File: src/rtl/sleep_exit_pkg.sv
package sleep_exit_pkg;

  typedef enum logic [2:0] {
    ST_ACTIVE = 3'd0,
    ST_DRAIN  = 3'd1,
    ST_SLP_SH = 3'd2,
    ST_SLP_DP = 3'd3,
    ST_WAKING = 3'd4
  } pwr_state_e;

  localparam int N_TRIG   = 4;
  localparam int TRIG_BAR = 3;

  // packed MSB first: bit 6 kind, bit 5 deep, bit 4 drain wait, bits 3:0 enables
  typedef struct packed {
    logic              wfe_kind;
    logic              deep;
    logic              drain_wait;
    logic [N_TRIG-1:0] trig_en;
  } slp_cfg_t;

  localparam int CFG_W = $bits(slp_cfg_t);

endpackage

File: src/rtl/sleep_cfg_hold.sv
module sleep_cfg_hold
  import sleep_exit_pkg::*;
(
  input  logic     clk,
  input  logic     rst_n,
  input  logic     wr_en,
  input  slp_cfg_t wr_data,
  input  logic     open_i,
  output slp_cfg_t cfg_o
);

  slp_cfg_t cfg_q, cfg_d, held_q, held_d;
  logic     held_v_q, held_v_d;
  logic     cfg_ld, held_ld;

  always_comb begin
    cfg_d    = cfg_q;
    cfg_ld   = 1'b0;
    held_d   = held_q;
    held_v_d = held_v_q;
    held_ld  = 1'b0;
    if (open_i) begin
      if (wr_en) begin
        cfg_d  = wr_data;
        cfg_ld = 1'b1;
      end else if (held_v_q) begin
        cfg_d  = held_q;
        cfg_ld = 1'b1;
      end
      held_v_d = 1'b0;
      held_ld  = held_v_q;
    end else if (wr_en) begin
      held_d   = wr_data;
      held_v_d = 1'b1;
      held_ld  = 1'b1;
    end
  end

  always_ff @(posedge clk or negedge rst_n) begin
    if (!rst_n) begin
      cfg_q <= '0;
    end else if (cfg_ld) begin
      cfg_q <= cfg_d;
    end
  end

  always_ff @(posedge clk or negedge rst_n) begin
    if (!rst_n) begin
      held_q   <= '0;
      held_v_q <= 1'b0;
    end else if (held_ld) begin
      held_q   <= held_d;
      held_v_q <= held_v_d;
    end
  end

  assign cfg_o = cfg_q;

endmodule

File: src/rtl/sleep_trig_decode.sv
module sleep_trig_decode
  import sleep_exit_pkg::*;
#(
  parameter int N_IRQ = 8
) (
  input  slp_cfg_t          cfg_i,
  input  logic [N_TRIG-1:0] pulse_i,
  input  logic              wfi_req_i,
  input  logic              wfe_req_i,
  input  logic [N_IRQ-1:0]  irq_pend_i,
  input  logic [N_IRQ-1:0]  irq_mask_i,
  output logic              trig_any_o,
  output logic              trig_wfe_o,
  output logic              trig_drain_o,
  output logic              irq_hit_o
);

  logic [N_TRIG-1:0] hit;

  for (genvar t = 0; t < N_TRIG; t++) begin : g_trig
    assign hit[t] = pulse_i[t] & cfg_i.trig_en[t];
  end

  always_comb begin
    trig_any_o   = wfi_req_i | wfe_req_i | (|hit);
    if (wfi_req_i) begin
      trig_wfe_o = 1'b0;
    end else if (wfe_req_i) begin
      trig_wfe_o = 1'b1;
    end else begin
      trig_wfe_o = cfg_i.wfe_kind;
    end
    trig_drain_o = hit[TRIG_BAR] & cfg_i.drain_wait;
    irq_hit_o    = |(irq_pend_i & ~irq_mask_i);
  end

endmodule

File: src/rtl/sleep_fsm.sv
module sleep_fsm
  import sleep_exit_pkg::*;
#(
  parameter int DEEP_WAKE_CYC = 8
) (
  input  logic       clk,
  input  logic       rst_n,
  input  logic       cfg_deep_i,
  input  logic       trig_any_i,
  input  logic       trig_wfe_i,
  input  logic       trig_drain_i,
  input  logic       irq_hit_i,
  input  logic       wbuf_empty_i,
  input  logic       event_i,
  output pwr_state_e state_o,
  output logic       wake_pulse_o
);

  localparam int CNT_W = $clog2(DEEP_WAKE_CYC + 1);
  localparam logic [CNT_W-1:0] DEEP_LOAD = CNT_W'(DEEP_WAKE_CYC - 1);

  pwr_state_e       state_q, state_d;
  logic             kind_q, kind_d;
  logic             deep_q, deep_d;
  logic [CNT_W-1:0] cnt_q, cnt_d;
  logic             ev_q, ev_d, ev_clr;
  logic             wake_q, wake_d;
  logic             ev_wake;
  logic             entry_ld;

  assign ev_wake = ev_q | event_i;

  always_comb begin
    state_d  = state_q;
    kind_d   = kind_q;
    deep_d   = deep_q;
    cnt_d    = cnt_q;
    ev_clr   = 1'b0;
    wake_d   = 1'b0;
    entry_ld = 1'b0;
    unique case (state_q)
      ST_ACTIVE: begin
        if (trig_any_i && !irq_hit_i) begin
          if (trig_wfe_i && ev_q) begin
            ev_clr = 1'b1;
          end else begin
            entry_ld = 1'b1;
            kind_d   = trig_wfe_i;
            deep_d   = cfg_deep_i;
            if (trig_drain_i && !wbuf_empty_i) begin
              state_d = ST_DRAIN;
            end else begin
              state_d = cfg_deep_i ? ST_SLP_DP : ST_SLP_SH;
            end
          end
        end
      end
      ST_DRAIN: begin
        if (irq_hit_i) begin
          state_d = ST_ACTIVE;
        end else if (wbuf_empty_i) begin
          state_d = deep_q ? ST_SLP_DP : ST_SLP_SH;
        end
      end
      ST_SLP_SH, ST_SLP_DP: begin
        if (irq_hit_i || (kind_q && ev_wake)) begin
          state_d = ST_WAKING;
          cnt_d   = deep_q ? DEEP_LOAD : '0;
        end
      end
      ST_WAKING: begin
        if (cnt_q == '0) begin
          if (kind_q && !ev_wake && !irq_hit_i) begin
            state_d = deep_q ? ST_SLP_DP : ST_SLP_SH;
          end else begin
            state_d = ST_ACTIVE;
            wake_d  = 1'b1;
            ev_clr  = kind_q;
          end
        end else begin
          cnt_d = cnt_q - CNT_W'(1);
        end
      end
      default: state_d = ST_ACTIVE;
    endcase
    ev_d = (ev_q & ~ev_clr) | event_i;
  end

  always_ff @(posedge clk or negedge rst_n) begin
    if (!rst_n) begin
      state_q <= ST_ACTIVE;
      ev_q    <= 1'b0;
      wake_q  <= 1'b0;
      cnt_q   <= '0;
    end else begin
      state_q <= state_d;
      ev_q    <= ev_d;
      wake_q  <= wake_d;
      cnt_q   <= cnt_d;
    end
  end

  always_ff @(posedge clk or negedge rst_n) begin
    if (!rst_n) begin
      kind_q <= 1'b0;
      deep_q <= 1'b0;
    end else if (entry_ld) begin
      kind_q <= kind_d;
      deep_q <= deep_d;
    end
  end

  assign state_o      = state_q;
  assign wake_pulse_o = wake_q;

endmodule

File: src/rtl/sleep_exit_ctrl.sv
module sleep_exit_ctrl
  import sleep_exit_pkg::*;
#(
  parameter int N_IRQ         = 8,
  parameter int DEEP_WAKE_CYC = 8
) (
  input  logic             clk,
  input  logic             rst_n,
  input  logic             cfg_we,
  input  logic [6:0]       cfg_wdata,
  input  logic             hdl_ret_i,
  input  logic             sub_ret_i,
  input  logic             dbg_ret_i,
  input  logic             dbar_i,
  input  logic             wfi_req_i,
  input  logic             wfe_req_i,
  input  logic             wbuf_empty_i,
  input  logic [N_IRQ-1:0] irq_pend_i,
  input  logic [N_IRQ-1:0] irq_mask_i,
  input  logic             event_i,
  output logic             clk_en_o,
  output logic             deep_sleep_o,
  output logic             wake_pulse_o,
  output logic [2:0]       state_o
);

  logic [1:0]  rst_sync_q;
  logic        rst_sync_n;
  slp_cfg_t    cfg;
  pwr_state_e  state;
  logic        trig_any, trig_wfe, trig_drain, irq_hit;
  logic [N_TRIG-1:0] pulses;

  always_ff @(posedge clk or negedge rst_n) begin
    if (!rst_n) begin
      rst_sync_q <= 2'b00;
    end else begin
      rst_sync_q <= {rst_sync_q[0], 1'b1};
    end
  end
  assign rst_sync_n = rst_sync_q[1];

  assign pulses = {dbar_i, dbg_ret_i, sub_ret_i, hdl_ret_i};

  sleep_cfg_hold u_cfg (
    .clk     (clk),
    .rst_n   (rst_sync_n),
    .wr_en   (cfg_we),
    .wr_data (slp_cfg_t'(cfg_wdata)),
    .open_i  (state == ST_ACTIVE),
    .cfg_o   (cfg)
  );

  sleep_trig_decode #(.N_IRQ(N_IRQ)) u_dec (
    .cfg_i        (cfg),
    .pulse_i      (pulses),
    .wfi_req_i    (wfi_req_i),
    .wfe_req_i    (wfe_req_i),
    .irq_pend_i   (irq_pend_i),
    .irq_mask_i   (irq_mask_i),
    .trig_any_o   (trig_any),
    .trig_wfe_o   (trig_wfe),
    .trig_drain_o (trig_drain),
    .irq_hit_o    (irq_hit)
  );

  sleep_fsm #(.DEEP_WAKE_CYC(DEEP_WAKE_CYC)) u_fsm (
    .clk          (clk),
    .rst_n        (rst_sync_n),
    .cfg_deep_i   (cfg.deep),
    .trig_any_i   (trig_any),
    .trig_wfe_i   (trig_wfe),
    .trig_drain_i (trig_drain),
    .irq_hit_i    (irq_hit),
    .wbuf_empty_i (wbuf_empty_i),
    .event_i      (event_i),
    .state_o      (state),
    .wake_pulse_o (wake_pulse_o)
  );

  assign clk_en_o     = !((state == ST_SLP_SH) || (state == ST_SLP_DP));
  assign deep_sleep_o = (state == ST_SLP_DP);
  assign state_o      = state;

endmodule

File: config.mk
export PLATFORM = sky130hd
export DESIGN_NAME = sleep_exit_ctrl
export DESIGN_NICKNAME = d
export VERILOG_FILES = /design/src/rtl/sleep_exit_pkg.sv /design/src/rtl/sleep_cfg_hold.sv /design/src/rtl/sleep_trig_decode.sv /design/src/rtl/sleep_fsm.sv /design/src/rtl/sleep_exit_ctrl.sv
export SDC_FILE = /design/constraint.sdc
export NUM_CORES = 1
export LEC_CHECK = 0
export ABC_AREA = 0
export CAP_MARGIN = 20
export CORE_ASPECT_RATIO = 0.75
export CORE_UTILIZATION = 51
export DETAILED_ROUTE_END_ITERATION = 7
export PLACE_DENSITY = 0.81
export SLEW_MARGIN = 10
export SYNTH_ARGS = -nofsm -noshare
export SYNTH_HDL_FRONTEND = slang
export SYNTH_SLANG_ARGS = --single-unit
export TNS_END_PERCENT = 5
File: constraint.sdc
create_clock -name clk -period 2.5 [get_ports clk]
set_input_delay 0.5 -clock clk [delete_from_list [all_inputs] [get_ports clk]]
set_output_delay 0.5 -clock clk [all_outputs]
set_load 0.02 [all_outputs]
# ---- Word level (Yosys, flattened, before mapping)
# Index checks and enable logic that the tools add are counted.
dict set report totals {
  wordCells 105
  input_bits 34
  regBits 28
  out_inout_bits 6
}
dict set report op_classes {
  n_addsub 1
  mux 37
  n_bitwise 15
  eq_ne 10
  n_reduce_logical 26
}
# op n
set ops {}
lappend ops {{2-to-1 mux 3 bit} 9}
lappend ops {{2-to-1 mux 1 bit} 21}
lappend ops {{2-to-1 mux 7 bit} 2}
lappend ops {{case mux 3 bit (4 select lines)} 1}
lappend ops {{AND reduction 3 bit} 3}
lappend ops {{AND 8 bit} 1}
lappend ops {{2-to-1 mux 4 bit} 2}
lappend ops {{inverter 8 bit} 1}
lappend ops {{case mux 4 bit (2 select lines)} 1}
lappend ops {{OR reduction 8 bit} 1}
lappend ops {{AND 1 bit} 6}
lappend ops {{equality test 3 x 2 -> 1 bit (second input constant)} 2}
lappend ops {{logical AND 1 bit} 6}
lappend ops {{inequality test 2 x 1 -> 1 bit (second input constant)} 3}
lappend ops {{nonzero test 2 bit} 3}
lappend ops {{AND reduction 5 bit} 1}
lappend ops {{zero test 1 bit} 4}
lappend ops {{zero test 4 bit} 1}
lappend ops {{inequality test 2 bit (second input constant)} 2}
lappend ops {{OR 1 bit} 4}
lappend ops {{AND reduction 4 bit} 1}
lappend ops {{OR reduction 4 bit} 1}
lappend ops {{subtractor 4 x 1 -> 4 bit (second input constant)} 1}
lappend ops {{equality test 3 x 1 -> 1 bit (second input constant)} 1}
lappend ops {{8 further kinds} 11}

# ---- Longest topological paths before layout
dict set report depth {
  ltp_word 11
  mapped_depth 7
}

# ---- By module
# Synthesis repeated with hierarchy kept, for this count alone.
dict set report hier_totals {
  cells_unflattened 141
  area_unflattened_um2 1506.4
}
# module n_inst cells_each area_per_inst_um2
set modules_own_cells {}
lappend modules_own_cells {sleep_cfg_hold 1 52 689.4}
lappend modules_own_cells {sleep_fsm 1 64 645.6}
lappend modules_own_cells {sleep_trig_decode 1 19 97.6}
lappend modules_own_cells {sleep_exit_ctrl 1 6 73.8}

# ---- Worst setup path after synthesis
# Ideal clock, no wire load.
dict set report synth_path {
  kind {register to register}
  startpoint {reg u_fsm.state_q[0], in the netlist u_fsm.state_o[0]}
  endpoint {reg u_cfg.held_q[0] (netlist bit)}
  n_path_buf 1
  required_time_ns 2.375
  path_stages_with_launch 5
  slack_ns 0.772
  t_arrival_ns 1.603
  path_cell_list {dfrtp_1 > clkbuf_4 > or3_1 > nand2_1 > mux2_2}
}
dict set report synth_between {
  elab_chain_cells 3
  word_cells_on_any_way 4
  cone_classes {mux: 1; bitwise: 1; reduce/logical: 2}
}
# element line_no
set synth_rtl {}
lappend synth_rtl {{start, declared} sleep_fsm.sv:22} ;# pwr_state_e state_q, state_d;
lappend synth_rtl {{start signal, assigned} sleep_fsm.sv:96} ;# state_q <= state_d;
lappend synth_rtl {{zero test 3 bit *} sleep_exit_ctrl.sv:50} ;# .open_i (state == ST_ACTIVE),
lappend synth_rtl {{2-to-1 mux 1 bit / inverter 1 bit (equally long branches)} n/a}
lappend synth_rtl {{AND reduction 3 bit (no source line) *} n/a}
lappend synth_rtl {{end signal, assigned} sleep_cfg_hold.sv:52} ;# held_q <= held_d;
lappend synth_rtl {{end, declared} sleep_cfg_hold.sv:12} ;# slp_cfg_t cfg_q, cfg_d, held_q, held_d;
# Every way passes the cells marked *; elsewhere a longest branch is shown, timed or not.
# A chain may end at the register's enable or synchronous reset.

# ---- Worst setup path after layout
dict set report layout_path {
  startpoint {reg u_fsm.state_q[2], in the netlist u_fsm.state_o[2]}
  endpoint {out deep_sleep_o}
}
dict set report layout_between {
  elab_chain_cells 1
}
# element line_no
set layout_rtl {}
lappend layout_rtl {{equality test 3 x 2 -> 1 bit} sleep_exit_ctrl.sv:82} ;# assign deep_sleep_o = (state == ST_SLP_DP);
lappend layout_rtl {{end, declared} sleep_exit_ctrl.sv:22} ;# output logic deep_sleep_o,
# No other way between the ends.

==> results.sh <==
export IMPL_arrival_ns=1.91
export IMPL_dp_slack_ns=0.291
export IMPL_power_w=0.00200
export IMPL_synth_nets=180
export IMPL_first_pass_iters=4
export IMPL_synth_most_common_cell="dfrtp_1"
export IMPL_netSwitchingPower_w=0.000798
export IMPL_fmax_mhz=414
export IMPL_place_congestion=0.794
export IMPL_start_util=0.555
export IMPL_synthFlopType="dfrtp_1"
export IMPL_ir_drop_v=0.000428
export IMPL_grt_first_pass_wirelength_um=6100
export IMPL_skew_ns=0.00595
export IMPL_intPower_w=0.00120
export IMPL_crit_type="register to output port"
export IMPL_cts_max_level=1
export IMPL_fp_dieArea_um2=3160
export IMPL_p_leak_nw=0.834
export IMPL_timing_final_crit_share=0.965
export IMPL_rsz0062_at_grt="false"
export IMPL_finalWirelength_um=3760
export IMPL_ys_types=43
export IMPL_synth_edf_count=0
export IMPL_finalSetupViolCount=0
export IMPL_setup_tns_ns=0
export IMPL_pwr_share_clk=0.141
export IMPL_synth_compound_area_frac=0.153
export IMPL_numCtsBuffers=3
export IMPL_drtAntennaViolNets=0
export IMPL_synth_simple_area_share=0.209
export IMPL_slew_violations=0
export IMPL_multi_input_area_um2=761
export IMPL_vias=1306
export IMPL_muxShareOfSynthArea=0.121
export IMPL_grt_max_degree=27
export IMPL_hold_slack_ns=0.153
export IMPL_syn_cell_area_um2=1500
export IMPL_yosysSeqAreaShare=0.467
export IMPL_antenna_cells=0
export IMPL_drive_gt1_frac=0.134
export IMPL_powerDensity_nw_per_um2=999
export IMPL_coreArea_um2=2700
export IMPL_worstSetupStartpointType="register"
export IMPL_fillCellCount=190
export IMPL_drcViolationCount=0
export IMPL_ys_warn_count=0
export IMPL_dieWidth_um=64.6
export IMPL_period_minus_slack_ns=2.41
export IMPL_async_flop_share=1.00
export IMPL_nNetsFinal=223
export IMPL_routed_via_density=5.88
export IMPL_synthXorXnorAreaFrac=0.00584
export IMPL_synth_seq_cells=28
export IMPL_maxCapViolCount=0
export IMPL_cp_end_kind="output port"
export IMPL_final_hold_viol_count=0
export IMPL_status="finished, final reports clean"
export IMPL_netlist_instances=144
export IMPL_cts_root_buf="clkbuf_8"
export IMPL_die_h_um=49.0
export IMPL_cts_resized=0
export IMPL_regArea_um2=701
export IMPL_antenna_found_initial=0
export IMPL_port_buffers=39
export IMPL_hp_class="register to async pin"
export IMPL_p_comb_frac=0.441
export IMPL_cts_setup_buffers=0
export IMPL_tritoncts="yes"
export IMPL_fp_row_count=16
export IMPL_synth_avg_cell_area_um2=10.4
export IMPL_clock_sinks=28
export IMPL_sequentialPowerShare=0.418
export IMPL_final_area_um2=2010
export IMPL_netlist_top_cells_area="dfrtp_1, mux2_2, mux2i_1"
export IMPL_slew_headroom=0.633
export IMPL_grt_overflow_total=0
export IMPL_area_growth_pct=33.8
export IMPL_grt_pass1_vias=1342
export IMPL_synth_common_cells="dfrtp_1, nor2_1, a21oi_1"
export IMPL_drt_iter0_markers=119
export IMPL_cts_hold_buf=0
export IMPL_synthAdderAreaFrac=0.0167
export IMPL_yosysTopAreaCellShare=0.467
export IMPL_dpl_instance_area_um2=1920
export IMPL_post_drt_wl_per_cell_um=16.9
export IMPL_worst_slew_pin_slew_ns=0.550
export IMPL_cp_required_ns=2.00
export IMPL_post_synth_top_area_cell="dfrtp_1"
export IMPL_synth_top_family_by_area="simple AND/OR/NAND/NOR gates"
export IMPL_path_max_fanout=10
export IMPL_clock_latency_ns=0.27
export IMPL_clkTransAtPathRegs_ns=0.09
export IMPL_io_pins=40
export IMPL_cts_buffer_depth=2
export IMPL_setup_ws_ns=0.0868
export IMPL_switching_share=0.399
export IMPL_dp_hpwl_um=2860
export IMPL_track_usage=0.258
==> registers in the layout, indices dropped and copies added (netlist names) <==
| register | cells |
|---|---|
| u_fsm.wake_pulse_o | 1 |
| u_fsm.kind_q | 1 |
| u_cfg.held_v_q | 1 |
| u_cfg.cfg_o | 7 |
| rst_sync_q | 2 |
| u_fsm.cnt_q | 4 |
| u_cfg.held_q | 7 |
| u_fsm.deep_q | 1 |
| u_fsm.state_o | 3 |
| u_fsm.ev_q | 1 |
==> layout make-up <==
cell class,count,share of cell area
clock buffer,4,0.0274
inverter,5,0.00936
multi-input combinational,108,0.379
sequential,28,0.349
tap,36,0.0225
timing repair buffer,41,0.212
==> metrics by stage <==
stage / instances / util
2_1_floorplan: 144 / -
3_3_place_gp: 217 / 0.712
3_5_place_dp: 217 / 0.712
4_1_cts: 221 / 0.732
5_1_grt: 222 / 0.742
6_report: 222 / 0.742
==> worst max-delay path: stages (launching register included) <==
cell,delay (ns)
dfrtp_1,0.52
and2b_1,0.36
and2_1,0.15
clkdlybuf4s50_1,0.61
==> cells by family after synthesis <==
logic type	after synthesis
DFF	28
and+or+nand+nor	56
adders and majority gates	2
other	1
muxes	17
buffers and inverters	8
AOI/OAI and AO/OA	31
xor gates and xnor gates	1
==> cells in the final DEF, fill, tap and decap left out, drive strengths merged, types with 2 or more instances in the layout <==
cell,instances
clkdlybuf4s50,39
dfrtp,28
nor2,20
a21oi,11
nand2b,9
mux2,9
mux2i,8
nand2,6
inv,5
nor3,5
o21ai,5
a31oi,5
clkbuf,4
nand4,3
nor3b,3
and4,2
nand3,2
o22ai,2
ha,2
o31ai,2
buf,2
==> power groups by stage <==
stage               Combinational (W)  Sequential [W]  Clock (W)
finish                       0.000883        0.000838   0.000282
global route                 0.000970        0.000868   0.000299
CTS                          0.000867        0.000833   0.000279
detailed placement           0.000858        0.000842          0
global placement             0.000800        0.000822          0
floorplan                    0.000630        0.000793          0
==> metal layers <==
| metal | share of wire | GRT usage |
|---|---|---|
| met4 | 0.014 | 0.0630 |
| met3 | 0.066 | 0.0584 |
| met5 | 0 | 0 |
| met1 | 0.41 | 0.311 |
| met2 | 0.51 | 0.465 |
==> worst paths after layout <==
| check | start | to | slack (ns) | cells after the start |
|---|---|---|---|---|
| max | u_fsm.state_o[2]$_DFFE_PN0P_ | deep_sleep_o | 0.09 | 3 |
| min | rst_sync_q[1]$_DFF_PN0_ | u_cfg.cfg_o[5]$_DFFE_PN0P_ | 0.15 | 0 |
| max reg2reg | u_fsm.cnt_q[0]$_DFFE_PN0P_ | u_fsm.cnt_q[0]$_DFFE_PN0P_ | 0.63 | 7 |
| min reg2reg | rst_sync_q[1]$_DFF_PN0_ | u_cfg.cfg_o[5]$_DFFE_PN0P_ | 0.15 | 0 |
| max in group asynchronous | rst_sync_q[1]$_DFF_PN0_ | u_fsm.deep_q$_DFFE_PN0P_ | 1.93 | 1 |
| min in group clk | rst_sync_q[0]$_DFF_PN0_ | rst_sync_q[1]$_DFF_PN0_ | 0.37 | 0 |
(Power assumes the default switching activity.)
